### src/rtl/xm_pkg.sv
package xm_pkg;
    localparam int ADDR_W     = 16;
    localparam int DATA_W     = 8;
    localparam int NUM_GROUPS = 2;
    localparam int GRP_W      = 4 * DATA_W;
    localparam int PIN_W      = NUM_GROUPS * GRP_W;
    localparam int CNT_W      = 4;

    // byte lanes inside one pin group
    localparam int LANE_DATA  = 0;
    localparam int LANE_AHI   = DATA_W;
    localparam int LANE_ALO   = 2 * DATA_W;
    localparam int BIT_WR     = GRP_W - 1;
    localparam int BIT_RD     = GRP_W - 2;
    localparam int BIT_ALE    = GRP_W - 3;

    localparam logic [1:0] SEL_CFG  = 2'd0;
    localparam logic [1:0] SEL_TIM  = 2'd1;
    localparam logic [1:0] SEL_PAGE = 2'd2;

    typedef enum logic [1:0] {
        MM_ONCHIP     = 2'd0,
        MM_SPLIT      = 2'd1,
        MM_SPLIT_BANK = 2'd2,
        MM_OFFCHIP    = 2'd3
    } xm_mode_e;

    typedef enum logic [2:0] {
        ST_IDLE,
        ST_ALE,
        ST_SETUP,
        ST_STROBE,
        ST_HOLD
    } xm_state_e;

    typedef struct packed {
        xm_mode_e mode;
        logic     mux;
        logic     grp_hi;
    } xm_cfg_t;

    typedef struct packed {
        logic [CNT_W-1:0] width_m1;
        logic [1:0]       hold;
        logic [1:0]       setup;
    } xm_timing_t;
endpackage

### src/rtl/xm_cfg_regs.sv
module xm_cfg_regs
    import xm_pkg::*;
(
    input  logic              clk,
    input  logic              rst_n,
    input  logic              we,
    input  logic [1:0]        sel,
    input  logic [DATA_W-1:0] wdata,
    input  logic              busy,
    output xm_cfg_t           cfg,
    output xm_timing_t        tim,
    output logic [DATA_W-1:0] page
);
    logic wr_ok;
    assign wr_ok = we && !busy;

    always_ff @(posedge clk or negedge rst_n) begin
        if (!rst_n) begin
            cfg  <= '0;
            tim  <= '0;
            page <= '0;
        end else if (wr_ok) begin
            unique case (sel)
                SEL_CFG:  cfg  <= xm_cfg_t'(wdata[3:0]);
                SEL_TIM:  tim  <= xm_timing_t'(wdata);
                SEL_PAGE: page <= wdata;
                default:  ;
            endcase
        end
    end
endmodule

### src/rtl/xm_addr_decode.sv
module xm_addr_decode
    import xm_pkg::*;
#(
    parameter logic [ADDR_W-1:0] ONCHIP_LIMIT = 16'h1000
) (
    input  xm_mode_e          mode,
    input  logic [ADDR_W-1:0] addr,
    input  logic [DATA_W-1:0] page,
    output logic              offchip,
    output logic [ADDR_W-1:0] bus_addr
);
    logic above;
    assign above = (addr >= ONCHIP_LIMIT);

    always_comb begin
        bus_addr = addr;
        unique case (mode)
            MM_ONCHIP:     offchip = 1'b0;
            MM_SPLIT:      offchip = above;
            MM_SPLIT_BANK: begin
                offchip  = above;
                bus_addr = {page, addr[DATA_W-1:0]};
            end
            MM_OFFCHIP:    offchip = 1'b1;
            default:       offchip = 1'b0;
        endcase
    end
endmodule

### src/rtl/xm_seq_fsm.sv
module xm_seq_fsm
    import xm_pkg::*;
(
    input  logic              clk,
    input  logic              rst_n,
    input  logic              start,
    input  logic              mux,
    input  xm_timing_t        tim,
    input  logic              we,
    input  logic [DATA_W-1:0] rd_in,
    output xm_state_e         state,
    output logic              busy,
    output logic              done,
    output logic [DATA_W-1:0] rdata
);
    xm_state_e        state_d;
    logic [CNT_W-1:0] cnt, cnt_d;
    logic             last_strobe;

    always_ff @(posedge clk or negedge rst_n) begin
        if (!rst_n) begin
            state <= ST_IDLE;
            cnt   <= '0;
        end else begin
            state <= state_d;
            cnt   <= cnt_d;
        end
    end

    always_comb begin
        state_d = state;
        cnt_d   = cnt + 1'b1;
        unique case (state)
            ST_IDLE: begin
                cnt_d = '0;
                if (start)
                    state_d = mux ? ST_ALE
                            : ((tim.setup != 2'd0) ? ST_SETUP : ST_STROBE);
            end
            ST_ALE: begin
                cnt_d   = '0;
                state_d = (tim.setup != 2'd0) ? ST_SETUP : ST_STROBE;
            end
            ST_SETUP: begin
                if (cnt[1:0] == tim.setup - 2'd1) begin
                    state_d = ST_STROBE;
                    cnt_d   = '0;
                end
            end
            ST_STROBE: begin
                if (cnt == tim.width_m1) begin
                    state_d = (tim.hold != 2'd0) ? ST_HOLD : ST_IDLE;
                    cnt_d   = '0;
                end
            end
            ST_HOLD: begin
                if (cnt[1:0] == tim.hold - 2'd1) begin
                    state_d = ST_IDLE;
                    cnt_d   = '0;
                end
            end
            default: begin
                state_d = ST_IDLE;
                cnt_d   = '0;
            end
        endcase
    end

    assign busy        = (state != ST_IDLE);
    assign last_strobe = (state == ST_STROBE) && (cnt == tim.width_m1);

    always_ff @(posedge clk or negedge rst_n) begin
        if (!rst_n) begin
            done  <= 1'b0;
            rdata <= '0;
        end else begin
            done <= busy && (state_d == ST_IDLE);
            if (last_strobe && !we)
                rdata <= rd_in;
        end
    end
endmodule

### src/rtl/xm_pin_mux.sv
module xm_pin_mux
    import xm_pkg::*;
(
    input  logic              busy,
    input  logic              grp_hi,
    input  logic              mux,
    input  xm_state_e         state,
    input  logic              we,
    input  logic [ADDR_W-1:0] addr,
    input  logic [DATA_W-1:0] wdata,
    input  logic [PIN_W-1:0]  latch_out,
    input  logic [PIN_W-1:0]  latch_oe,
    output logic [PIN_W-1:0]  pin_out,
    output logic [PIN_W-1:0]  pin_oe
);
    localparam logic [DATA_W-1:0] ALL_ON = {DATA_W{1'b1}};

    logic in_ale, in_strb;
    assign in_ale  = (state == ST_ALE);
    assign in_strb = (state == ST_STROBE);

    for (genvar g = 0; g < NUM_GROUPS; g++) begin : g_grp
        localparam int BASE = g * GRP_W;
        logic             own;
        logic [GRP_W-1:0] g_out, g_oe, l_out, l_oe;

        assign l_out = latch_out[BASE +: GRP_W];
        assign l_oe  = latch_oe[BASE +: GRP_W];
        assign own   = busy && (grp_hi == (g != 0));

        always_comb begin
            g_out = l_out;
            g_oe  = l_oe;
            if (own) begin
                if (mux && in_ale) begin
                    g_out[LANE_DATA +: DATA_W] = addr[DATA_W-1:0];
                    g_oe[LANE_DATA +: DATA_W]  = ALL_ON;
                end else if (we) begin
                    g_out[LANE_DATA +: DATA_W] = wdata;
                    g_oe[LANE_DATA +: DATA_W]  = ALL_ON;
                end else begin
                    g_oe[LANE_DATA +: DATA_W]  = '0;
                end
                g_out[LANE_AHI +: DATA_W] = addr[ADDR_W-1 -: DATA_W];
                g_oe[LANE_AHI +: DATA_W]  = ALL_ON;
                if (!mux) begin
                    g_out[LANE_ALO +: DATA_W] = addr[DATA_W-1:0];
                    g_oe[LANE_ALO +: DATA_W]  = ALL_ON;
                end else begin
                    g_out[BIT_ALE] = in_ale;
                    g_oe[BIT_ALE]  = 1'b1;
                end
                g_out[BIT_WR] = !(in_strb && we);
                g_oe[BIT_WR]  = 1'b1;
                g_out[BIT_RD] = !(in_strb && !we);
                g_oe[BIT_RD]  = 1'b1;
            end
        end

        assign pin_out[BASE +: GRP_W] = g_out;
        assign pin_oe[BASE +: GRP_W]  = g_oe;
    end
endmodule

### src/rtl/xmem_bus_ctrl.sv
module xmem_bus_ctrl
    import xm_pkg::*;
#(
    parameter logic [ADDR_W-1:0] ONCHIP_LIMIT = 16'h1000
) (
    input  logic                         clk,
    input  logic                         rst_n,
    input  logic                         cfg_we,
    input  logic [1:0]                   cfg_sel,
    input  logic [DATA_W-1:0]            cfg_wdata,
    input  logic                         req,
    input  logic                         req_we,
    input  logic [ADDR_W-1:0]            req_addr,
    input  logic [DATA_W-1:0]            req_wdata,
    output logic                         onchip_hit,
    output logic                         busy,
    output logic                         done,
    output logic [DATA_W-1:0]            rdata,
    input  logic [PIN_W-1:0]             latch_out,
    input  logic [PIN_W-1:0]             latch_oe,
    input  logic [NUM_GROUPS*DATA_W-1:0] pin_din,
    output logic [PIN_W-1:0]             pin_out,
    output logic [PIN_W-1:0]             pin_oe
);
    xm_cfg_t           cfg_q;
    xm_timing_t        tim_q;
    logic [DATA_W-1:0] page_q;
    logic              offchip, start, grp_hi;
    logic [ADDR_W-1:0] bus_addr, acc_addr;
    logic              acc_we;
    logic [DATA_W-1:0] acc_wdata, rd_in;
    xm_state_e         state;

    xm_cfg_regs u_cfg (
        .clk   (clk),
        .rst_n (rst_n),
        .we    (cfg_we),
        .sel   (cfg_sel),
        .wdata (cfg_wdata),
        .busy  (busy),
        .cfg   (cfg_q),
        .tim   (tim_q),
        .page  (page_q)
    );

    xm_addr_decode #(.ONCHIP_LIMIT(ONCHIP_LIMIT)) u_dec (
        .mode     (cfg_q.mode),
        .addr     (req_addr),
        .page     (page_q),
        .offchip  (offchip),
        .bus_addr (bus_addr)
    );

    assign start      = req && offchip && !busy;
    assign onchip_hit = req && !offchip && !busy;
    assign grp_hi     = cfg_q.grp_hi;
    assign rd_in      = grp_hi ? pin_din[DATA_W +: DATA_W] : pin_din[0 +: DATA_W];

    always_ff @(posedge clk or negedge rst_n) begin
        if (!rst_n) begin
            acc_addr  <= '0;
            acc_we    <= 1'b0;
            acc_wdata <= '0;
        end else if (start) begin
            acc_addr  <= bus_addr;
            acc_we    <= req_we;
            acc_wdata <= req_wdata;
        end
    end

    xm_seq_fsm u_fsm (
        .clk   (clk),
        .rst_n (rst_n),
        .start (start),
        .mux   (cfg_q.mux),
        .tim   (tim_q),
        .we    (acc_we),
        .rd_in (rd_in),
        .state (state),
        .busy  (busy),
        .done  (done),
        .rdata (rdata)
    );

    xm_pin_mux u_pins (
        .busy      (busy),
        .grp_hi    (grp_hi),
        .mux       (cfg_q.mux),
        .state     (state),
        .we        (acc_we),
        .addr      (acc_addr),
        .wdata     (acc_wdata),
        .latch_out (latch_out),
        .latch_oe  (latch_oe),
        .pin_out   (pin_out),
        .pin_oe    (pin_oe)
    );
endmodule

### config.mk
export PLATFORM = sky130hd
export DESIGN_NAME = xmem_bus_ctrl
export DESIGN_NICKNAME = d
export VERILOG_FILES = /design/src/rtl/xm_pkg.sv /design/src/rtl/xm_cfg_regs.sv /design/src/rtl/xm_addr_decode.sv /design/src/rtl/xm_seq_fsm.sv /design/src/rtl/xm_pin_mux.sv /design/src/rtl/xmem_bus_ctrl.sv
export SDC_FILE = /design/constraint.sdc
export NUM_CORES = 1
export LEC_CHECK = 0
export CAP_MARGIN = 0
export CORE_AREA = 2 2 124 126
export DETAILED_ROUTE_END_ITERATION = 6
export DIE_AREA = 0 0 126 128
export PLACE_DENSITY = 0.74
export RECOVER_POWER = 100
export SYNTH_ARGS = -nofsm -noshare
export SYNTH_HDL_FRONTEND = slang
export SYNTH_HIERARCHICAL = 1
export SYNTH_SLANG_ARGS = --single-unit
### constraint.sdc
create_clock -name clk -period 3.7 [get_ports clk]
set_input_delay 0.37 -clock clk [delete_from_list [all_inputs] [get_ports clk]]
set_output_delay 0.37 -clock clk [all_outputs]
set_load 0.1 [all_outputs]
==> results of run 1 <==
[worst max-delay path: stages, from the launching register on]
cell and delay, ns:
dfrtp_1 0.48, or3_1 0.61, nand2b_1 0.14, clkbuf_2 0.61
nor3_2 0.24, nor2_1 0.17, buf_2 0.44
[registers in the layout, summed over array words and instances, names as in the netlist, 3 cells and up]
name / cells
acc_addr: 16
acc_wdata: 8
u_cfg/page: 8
u_cfg/tim: 8
u_fsm/rdata: 8
u_cfg/cfg: 4
u_fsm/cnt: 4
u_fsm/state: 3
[layout by cell type, fill, tap and decap left out, types with 3 or more instances in the layout]
cell type          n
clkbuf_2          86
and4bb_1           3
ha_1               6
mux2_2            34
nand4_1           32
dfrtp_1           61
dlygate4sd3_1      9
or2_2              8
nor2b_1            3
xor2_1             5
mux2_1            45
diode_2            3
bufinv_16          3
inv_1              9
nor3b_1            3
clkbuf_16          9
clkbuf_1           5
nand2_1           75
clkdlybuf4s50_1  161
o21a_1             8
nand2b_1          31
buf_4              5
xnor2_1            5
nor2_1            25
buf_2              8
nand3b_1          18
o21ai_0            8
buf_12            14
mux2_4             8
nand3_1           17
[cell families after synthesis]
kind of cell,after synthesis
simple gates,227
mux,87
buf+inv,71
flops,61
compound gates,24
xor+xnor,10
fa+ha+maj,6
[area by class of cell]
cell class,instances,share of cell area
Clock buffer,9,0.0311
Clock inverter,7,0.0170
Antenna cell,3,0.00104
Sequential cell,61,0.211
Inverter,9,0.00467
Tap cell,188,0.0325
Timing Repair Buffer,288,0.347
Multi-Input combinational cell,354,0.356
[per-layer routing]
layer | share of wire | vias up | routed length (um)
li1 | - | 2131 | -
met1 | 0.41 | 2191 | 6980
met2 | 0.51 | 207 | 8790
met3 | 0.059 | 33 | 1020
met4 | 0.025 | 0 | 432
met5 | 0 | - | 0
[worst max path at each step]
stage                        endpoint  slack, ns  cells after the start
after floorplan           pin_out[62]      -0.65                      4
after global placement    pin_out[20]       0.94                      4
after detailed placement  pin_out[22]       0.72                      4
after CTS                 pin_out[23]       0.35                      4
after global routing        pin_oe[2]       0.10                      6
final                       pin_oe[2]       0.29                      6
[through the flow]
stage	std cells	TNS [ns]	hold slack, ns
after global placement	900	0	0.412
after floorplan	486	-1.69	0.0744
after CTS	916	0	0.0694
final	919	0	0.392
after detailed placement	900	0	0.422
after global routing	919	0	0.519
==> summary.md, run 1 <==
| Metric | Value |
|---|---|
| Post-Syn Nets | 675 |
| Crit. Startpoint | u_fsm/state[2]$_DFF_PN0_ |
| CTS Buf Count | 9 |
| Area leader, netlist | dfrtp_1 |
| Grt met2 use | 0.366 |
| Synth top area cells | dfrtp_1, mux2_4, mux2_2, nand2_1, buf_4 |
| Count of different cell masters after synthesis | 42 |
| CTS sink cnt | 61 |
| Max-slew headroom | 0.00313 |
| Final setup violation count | 0 |
| Multi-input logic area | 2570 um^2 |
| Ys async rst share | 1.00 |
| Met1 usage | 0.241 |
| Post-synth top flop | dfrtp_1 |
| Final Cycle Share | 0.921 |
| Port Buffers | 281 |
| Syn avg cell area | 9.71 um^2 |
| Worst-Margin Slew | 1.50 ns |
| DIE HEIGHT | 128 um |
| Synth Instances | 486 |
| Post-synth top cells | nand2_1, dfrtp_1, mux2_4 |
| Critical path required time | 3.33 ns |
| Reg2Reg Depth | 7 |
| Clock Pin Slew Worst Setup and Hold Paths | 0.06 ns |
| Cell area after layout | 7230 um^2 |
| Tot GR Track Use | 0.206 |
| Final hold violation count | 0 |
| Worst r2r dst | u_fsm/state[1]$_DFF_PN0_ |
| Worst setup EP type | output pin |
| Most used routing layer | met2 |
| # nets final | 912 |
| Clk_lat worst skew | 0.33 ns |
| Filler instances | 1413 |
| EDFF count, synth | 0 |
| Clk_skew | 0.00543 ns |
| CP arrival | 3.04 ns |
| Largest net degree at the start of global routing | 39 |
| Dpl cell area | ~8000 um^2 |
| Flop-to-flop setup slack | 1.00 ns |
| Final setup margin | just under 0.3 ns |
| Routed wire per std cell | 18.7 um |
| DRT iter0 DRCs | 266 |
| Compound-Gate Fraction of Synth Area | 0.0358 |
| Synth Cell Area | 4720 um^2 |
| RSZ-0062 raised after global routing | no |
| WL final | between 15 and 20 mm |
| Postcts setup bufs | 0 |
| Depth of the CTS H-tree | 3 |
| Die X | 126 um |
| Area delta synth->final | 53.3% |
| Simple-Gate Fraction of Synth Area | 0.269 |
| Boundary Pins | 322 |
| Final Max Tran Viols | 0 |
| Sequential cell area | 1530 um^2 |
| XOR/XNOR share of the synthesized area | 0.0186 |
| Cell with the most instances after synthesis | nand2_1 |
| First-pass GRT wire length | 26.2 mm |
| Largest family of logic cells by synthesized area | simple AND/OR/NAND/NOR gates |
| Peak Freq | slightly below 0.3 GHz |
| Share of cells above drive strength 1 | 0.255 |
| Reg-to-reg critical path startpoint | u_fsm/state[2]$_DFF_PN0_ |
| Vias per cell | 4.96 |
| Sequential cell area fraction in the yosys report | 0.324 |
| Grt total ovfl | 0 |
| Total number of vias | 4562 |
| Crit Path Category | reg -> out |
| Root buf cell | clkbuf_16 |
| Core Rows | 45 |
| Met3 usage in global routing | 0.0455 |
| DRC viols | 0 |
| Max Cap Violations | 1 |
| Vias in the first global route | ~4.8k |
| Yosys warning count | 6 |
| Synth top area share | 0.324 |
| Die Footprint | 16100 um^2 |
| #FFs+latches synth | 61 |
| Number of nets with antenna violations after routing | 0 |
| Dpl ws | approximately 0.7 ns |
| Hold Buf Count CTS | 0 |
| Detailed Place HPWL | 13.2 mm |
| Synth Area in Adders | 0.0159 |
| GPL Wtd Cong | 0.805 |
| Violated checks | capacitance limit |
| Tmin final | 3.41 ns |
| Drt first pass iters | 5 |
| Antenna violations before repair | 3 |
| Starting Density | 0.317 |
| Longest Clk Path Bufs | 2 |
| Layout Utilization | 0.487 |
| Core Region | 14900 um^2 |
| Startpoint Class | register |
| Worst hold path type | in -> async |
| Crit-path max FO | 31 |
| Post-cts sizing count | 0 |
| TritonCTS clock tree | done |
| Status | finished, violations left |
| Post-synthesis mux area share | 0.243 |
Power of run 1 is not shown: default switching activity piles up to over one toggle a cycle in this logic, so the estimate is an artifact.
==> run 2, diff against run 1 <==
- MAX_ROUTING_LAYER: unset -> met4
- clock period: 3.7 -> 4.37 ns (I/O delays scaled with it)
==> run 2 against run 1 <==
  * The run ends with capacitance limit, slew limit left
  * Hold slack better by 0.096 ns
  * Sequential share of layout area grew 0.66 points
  * Critical path depth did not move
  * Flip-flop and latch count stayed put
  * Register-to-register slack improved by 0.24 ns
  * Routed wire length fell by 4.1%
  * Clock-buffer cell count grew 2
==> summary.md, run 2 (synthesis results as in run 1) <==
| Metric | Value |
|---|---|
| Final setup violation count | 0 (unchanged) |
| Routed wire per std cell | 18.1 um (-3.7%) |
| Placed cell count | 900 (unchanged) |
| Core Region | 14900 um^2 (unchanged) |
| Filler instances | 1445 (+2.3%) |
| First-pass GRT wire length | 24.8 mm (-5.3%) |
| Largest net degree at the start of global routing | 62 (+59%) |
| CP arrival | 3.34 ns (+0.30 ns) |
| Number of nets with antenna violations after routing | 0 (unchanged) |
| DRC viols | 0 (unchanged) |
| Commonest non-fill, non-tap cells in the layout | clkdlybuf4s50_1, nand2_1, dfrtp_1 |
| WL final | 16.5 mm (-4.1%) |
| DIE HEIGHT | 128 um (unchanged) |
| Final hold violation count | 0 (unchanged) |
| Commonest non-fill, non-tap cell in the layout | clkdlybuf4s50_1 |
| Area delta synth->final | 48.7% |
| Diode count | 0 (-3) |
| Flop-to-flop setup slack | 1.24 ns (+0.24 ns) |
| Max reg flops | 16 (unchanged) |
| Port Buffers | 281 (unchanged) |
| Final setup margin | 0.588 ns (+0.294 ns) |
| CTS sink cnt | 61 (unchanged) |
| Max-slew headroom | -1.24 (-1.24) |
| Clk_skew | 0.00378 ns (-0.00165 ns) |
| Depth of the CTS H-tree | 3 (unchanged) |
| Core Rows | 45 (unchanged) |
| Final Cycle Share | 0.865 |
| Worst-Margin Slew | 3.36 ns (+1.87 ns) |
| Fin cells | 915 (-0.44%) |
| Final Max Tran Viols | 89 (+89) |
| Crit-path most repeated cell | nand2_1 |
| Vias in the first global route | 4472 (-6.0%) |
| Status | finished, violations left |
| Root buf cell | clkbuf_16 |
| Worst r2r dst | acc_addr[12]$_DFFE_PN0P_ |
| Tmin final | 3.78 ns |
| WHS Endpoint | u_fsm/rdata[1]$_DFFE_PN0P_ |
| Drt first pass iters | 4 (-1) |
| Slowest CP cell | clkbuf_1 |
| Critical path required time | 3.93 ns (+0.60 ns) |
| Top Family by Delay on Critical Path | buffers and inverters |
| Crit Path Category | reg -> out |
| Tot GR Track Use | 0.202 (-0.00404) |
| Reg-to-reg critical path startpoint | u_fsm/state[2]$_DFF_PN0_ |
| DRT iter0 DRCs | 369 (+39%) |
| Crit-path max FO | 22 (-29%) |
| Violated checks | capacitance limit, slew limit |
| Hold_sp | u_fsm/rdata[1]$_DFFE_PN0P_ |
| Clock Pin Slew Worst Setup and Hold Paths | 0.05 ns (about the same) |
| RSZ-0062 raised after global routing | no |
| Max Cap Violations | 2 (+1) |
| Antenna violations before repair | 0 (-3) |
| Worst hold path type | reg -> reg |
| # nets final | 912 (unchanged) |
| Die Footprint | 16100 um^2 (unchanged) |
| Share of cells above drive strength 1 | 0.213 (-0.0423) |
| Reg2Reg Depth | 3 (-4) |
| Max incr delay on CP | 0.78 ns (+0.17 ns) |
| Hold Buf Count CTS | 0 (unchanged) |
| Peak Freq | approximately 0.26 GHz |
| Largest Register | acc_addr |
| Longest Clk Path Bufs | 2 (unchanged) |
| Grt total ovfl | 0 (unchanged) |
| Vias per cell | 4.97 (about the same) |
| Postcts setup bufs | 0 (unchanged) |
| TritonCTS clock tree | done |
| CP bufs+invs | 2 (unchanged) |
| Detailed Place HPWL | 12.9 mm (-2.6%) |
| Starting Density | 0.317 (unchanged) |
| GPL Wtd Cong | 0.844 (+4.8%) |
| CTS Buf Count | 9 (unchanged) |
| Startpoint Class | register |
| Boundary Pins | 322 (unchanged) |
| Hold depth | 1 |
| Die X | 126 um (unchanged) |
| Clk_lat worst skew | 0.33 ns (about the same) |
| Post-cts sizing count | 0 (unchanged) |
| Worst path cell trace | or3_1, nand2_1, clkbuf_1, nand2_1, nand4_1, clkbuf_2 |
| Worst setup EP type | output pin |
| Total number of vias | 4544 (-0.39%) |
| Dpl ws | 1.36 ns (+0.641 ns) |
run 2: cell types whose count changed in the layout (fill, tap and decap cells not counted), sizes merged:
cell	delta
bufinv	-2
buf	+18
clkinv	+2
dlygate4sd3	+1
diode	-3
inv	-1
clkinvlp	-2
clkbuf	-17
run 2: worst reg2reg max path: cells and delay by family (launching register included):
kind,cells,cell delay (ns)
and+or+nand+nor,2,1.79
DFF,1,0.48
muxes,1,0.74
run 2: final cells by class:
| type | count | area (um^2) | share of cell area |
|---|---|---|---|
| sequential | 61 | 1530 | 0.218 |
| inverter | 9 | 33.8 | 0.00482 |
| timing repair buffer | 288 | 2360 | 0.336 |
| clock inverter | 4 | 48.8 | 0.00696 |
| tap | 188 | 235 | 0.0335 |
| multi-input combinational | 354 | 2570 | 0.366 |
| clock buffer | 11 | 243 | 0.0346 |
run 2: worst max-delay path by stage:
stage | startpoint | to | cells past startpoint
CTS | u_fsm/state[0]$_DFF_PN0_ | pin_out[61] | 6
detailed placement | u_fsm/state[0]$_DFF_PN0_ | pin_out[61] | 6
global placement | u_fsm/state[2]$_DFF_PN0_ | pin_out[3] | 6
finish | u_fsm/state[2]$_DFF_PN0_ | pin_out[35] | 6
global route | u_fsm/state[2]$_DFF_PN0_ | pin_out[35] | 6
floorplan | u_fsm/state[0]$_DFF_PN0_ | pin_out[62] | 4
run 2: metal layers:
| metal | wire length [um] | global-route usage | part of all wire |
|---|---|---|---|
| met3 | 1180 | 0.0497 | 0.071 |
| met1 | 6520 | 0.239 | 0.39 |
| met5 | 0 | - | 0 |
| met2 | 8590 | 0.349 | 0.52 |
| met4 | 231 | 0.0452 | 0.014 |
run 2: stage by stage:
| step | hold WS (ns) | cell area (um^2) | TNS (ns) | utilization |
|---|---|---|---|---|
| 2_1_floorplan | 0.141 | 4720 | -0.0991 | - |
| 3_3_place_gp | 0.491 | 7130 | 0 | 0.480 |
| 3_5_place_dp | 0.492 | 7130 | 0 | 0.480 |
| 4_1_cts | 0.315 | 7420 | 0 | 0.499 |
| 5_1_grt | 0.508 | 7010 | 0 | 0.472 |
| 6_report | 0.489 | 7010 | 0 | 0.472 |
Power of run 2 is left out for the same reason.
==> run 3, diff against run 2 <==
- GPL_TIMING_DRIVEN: unset -> 0
==> run 3 against run 2 <==
  * The flow still finishes with violations (capacitance limit, slew limit)
  * Final cell count grew 7.5%
  * Setup slack lost 0.36 ns
  * Die area is the same
  * Sequential share of layout area is 2.7 points lower
  * Clock-buffer cell count decreased by 1
  * Flip-flop and latch count is the same
  * Hold slack got worse by 0.17 ns
  * Critical endpoint is now pin_out[2]
  * First-iteration DRC count shrank 26%
  * Via count increased by 4.2%
  * Fmax decreased by 8.7%
==> summary.md, run 3 (synthesis results as in run 1) <==
| Metric | Value |
|---|---|
| Slowest CP cell | dlygate4sd3_1 |
| Diode count | 0 (unchanged) |
| Boundary Pins | 322 (unchanged) |
| Placed cell count | 968 (+7.6%) |
| Post-cts sizing count | 0 (unchanged) |
| Worst-Margin Slew | 1.73 ns (-1.63 ns) |
| Worst hold path type | in -> reg |
| CTS Buf Count | 9 (unchanged) |
| First-pass GRT wire length | 25.6 mm (+2.9%) |
| Share of cells above drive strength 1 | 0.156 (-0.0574) |
| Max Cap Violations | 2 (unchanged) |
| Status | finished, violations left |
| Hold Buf Count CTS | 0 (unchanged) |
| Final Cycle Share | 0.948 (+0.0823) |
| Postcts setup bufs | 0 (unchanged) |
| Drt first pass iters | 6 (+2) |
| Reg-to-reg critical path startpoint | u_fsm/state[0]$_DFF_PN0_ |
| Core Rows | 45 (unchanged) |
| DRT iter0 DRCs | 272 (-26%) |
| # nets final | 980 (+7.5%) |
| Area delta synth->final | 70.1% |
| CP Capture Point | pin_out[2] |
| DRC viols | 0 (unchanged) |
| Routed wire per std cell | 17.4 um (-3.9%) |
| Final setup violation count | 0 (unchanged) |
| Crit Path Category | reg -> out |
| Starting Density | 0.317 (unchanged) |
| CTS sink cnt | 61 (unchanged) |
| Largest Register | acc_addr |
| Root buf cell | clkbuf_16 |
| Total number of vias | 4736 (+4.2%) |
| Reg2Reg Depth | 7 (+4) |
| Peak Freq | 0.241 GHz (-8.7%) |
| Crit. Startpoint | u_fsm/state[2]$_DFF_PN0_ |
| Cell area after layout | 8030 um^2 (+14%) |
| Total negative slack | 0 ns (unchanged) |
| Clk_skew | 0.00810 ns (+0.00432 ns) |
| Port Buffers | 293 (+4.3%) |
| Die X | 126 um (unchanged) |
| Number of nets with antenna violations after routing | 0 (unchanged) |
| Flop-to-flop setup slack | 1.68 ns (+0.44 ns) |
| Tmin final | 4.14 ns (+0.360 ns) |
| CP arrival | 3.70 ns (+0.36 ns) |
| Core Region | 14900 um^2 (unchanged) |
| Depth of the CTS H-tree | 3 (unchanged) |
| Vias in the first global route | 4521 (+1.1%) |
| Commonest non-fill, non-tap cell in the layout | clkdlybuf4s50_1 |
| Worst r2r dst | u_fsm/state[0]$_DFF_PN0_ |
| Hold depth | 2 (+1) |
| Final Max Tran Viols | 64 (-28%) |
| Die Footprint | 16100 um^2 (unchanged) |
| Grt total ovfl | 0 (unchanged) |
| WL final | 17.1 mm (+3.4%) |
| Startpoint Class | register |
| Worst path cell trace | or3_1, nand2b_1, clkbuf_1, nand2_1, nand4_1, dlygate4sd3_1 |
| Longest Clk Path Bufs | 2 (unchanged) |
| Worst setup EP type | output pin |
| Violated checks | capacitance limit, slew limit |
| Largest net degree at the start of global routing | 32 (-48%) |
| Final hold violation count | 0 (unchanged) |
| Max incr delay on CP | 1.29 ns (+0.51 ns) |
| DIE HEIGHT | 128 um (unchanged) |
| Dpl cell area | 7900 um^2 (+11%) |
| RSZ-0062 raised after global routing | no |
| Max reg flops | 16 (unchanged) |
| Fin cells | 984 (+7.5%) |
| Commonest non-fill, non-tap cells in the layout | clkdlybuf4s50_1, dlygate4sd3_1, nand2_1 |
| Clk_lat worst skew | 0.34 ns (about the same) |
| Max-slew headroom | -0.156 (+1.09) |
| Antenna violations before repair | 0 (unchanged) |
| Critical path required time | 3.93 ns (about the same) |
| GPL Wtd Cong | 0.861 (+2.0%) |
| Clock Pin Slew Worst Setup and Hold Paths | 0.05 ns (about the same) |
| TritonCTS clock tree | done |
| Tot GR Track Use | 0.210 (+0.00812) |
| Detailed Place HPWL | 13.8 mm (+6.9%) |
| Crit-path max FO | 12 (-45%) |
| Vias per cell | 4.81 (-3.1%) |
run 3: per-stage QoR:
| stage | util | hold slack, ns | worst slack, ns |
|---|---|---|---|
| after floorplan | - | 0.141 | -0.0495 |
| after global placement | 0.530 | 0.488 | 0.567 |
| after detailed placement | 0.531 | 0.492 | 0.569 |
| after CTS | 0.555 | 0.195 | 0.207 |
| after global routing | 0.540 | 0.307 | 0.0285 |
| final | 0.540 | 0.314 | 0.229 |
run 3: routing by layer:
metal  track usage  vias up  routed length, um
met5             -        -                  0
met4        0.0608        0                209
met3        0.0455       16               1110
met2         0.362      201               8750
met1         0.248     2252               7000
li1              -     2267                  -
run 3: worst max-delay path: cells and delay by family (launching register included):
kind | cells | cell delay, ns
buf+inv | 2 | 1.76
simple gates | 4 | 1.13
flops | 1 | 0.49
run 3: how the worst min path moves through the flow:
stage	from	end
after detailed placement	u_fsm/rdata[3]$_DFFE_PN0P_	u_fsm/rdata[3]$_DFFE_PN0P_
final	req_addr[2]	acc_addr[2]$_DFFE_PN0P_
after global placement	u_fsm/rdata[5]$_DFFE_PN0P_	u_fsm/rdata[5]$_DFFE_PN0P_
after CTS	rst_n	u_fsm/rdata[0]$_DFFE_PN0P_
after floorplan	rst_n	acc_addr[0]$_DFFE_PN0P_
after global routing	req_addr[2]	acc_addr[2]$_DFFE_PN0P_
run 3: cell type report:
cell class              count  area (um^2)
repair buffers            294         2920
multi-input cells         354         2580
well taps                 188          235
plain buffers              62          373
flip-flops and latches     61         1530
fillers                  1386         6840
inverters                   9         33.8
clock buffers              10          239
clock inverters             6          110
Power of run 3 is left out for the same reason.
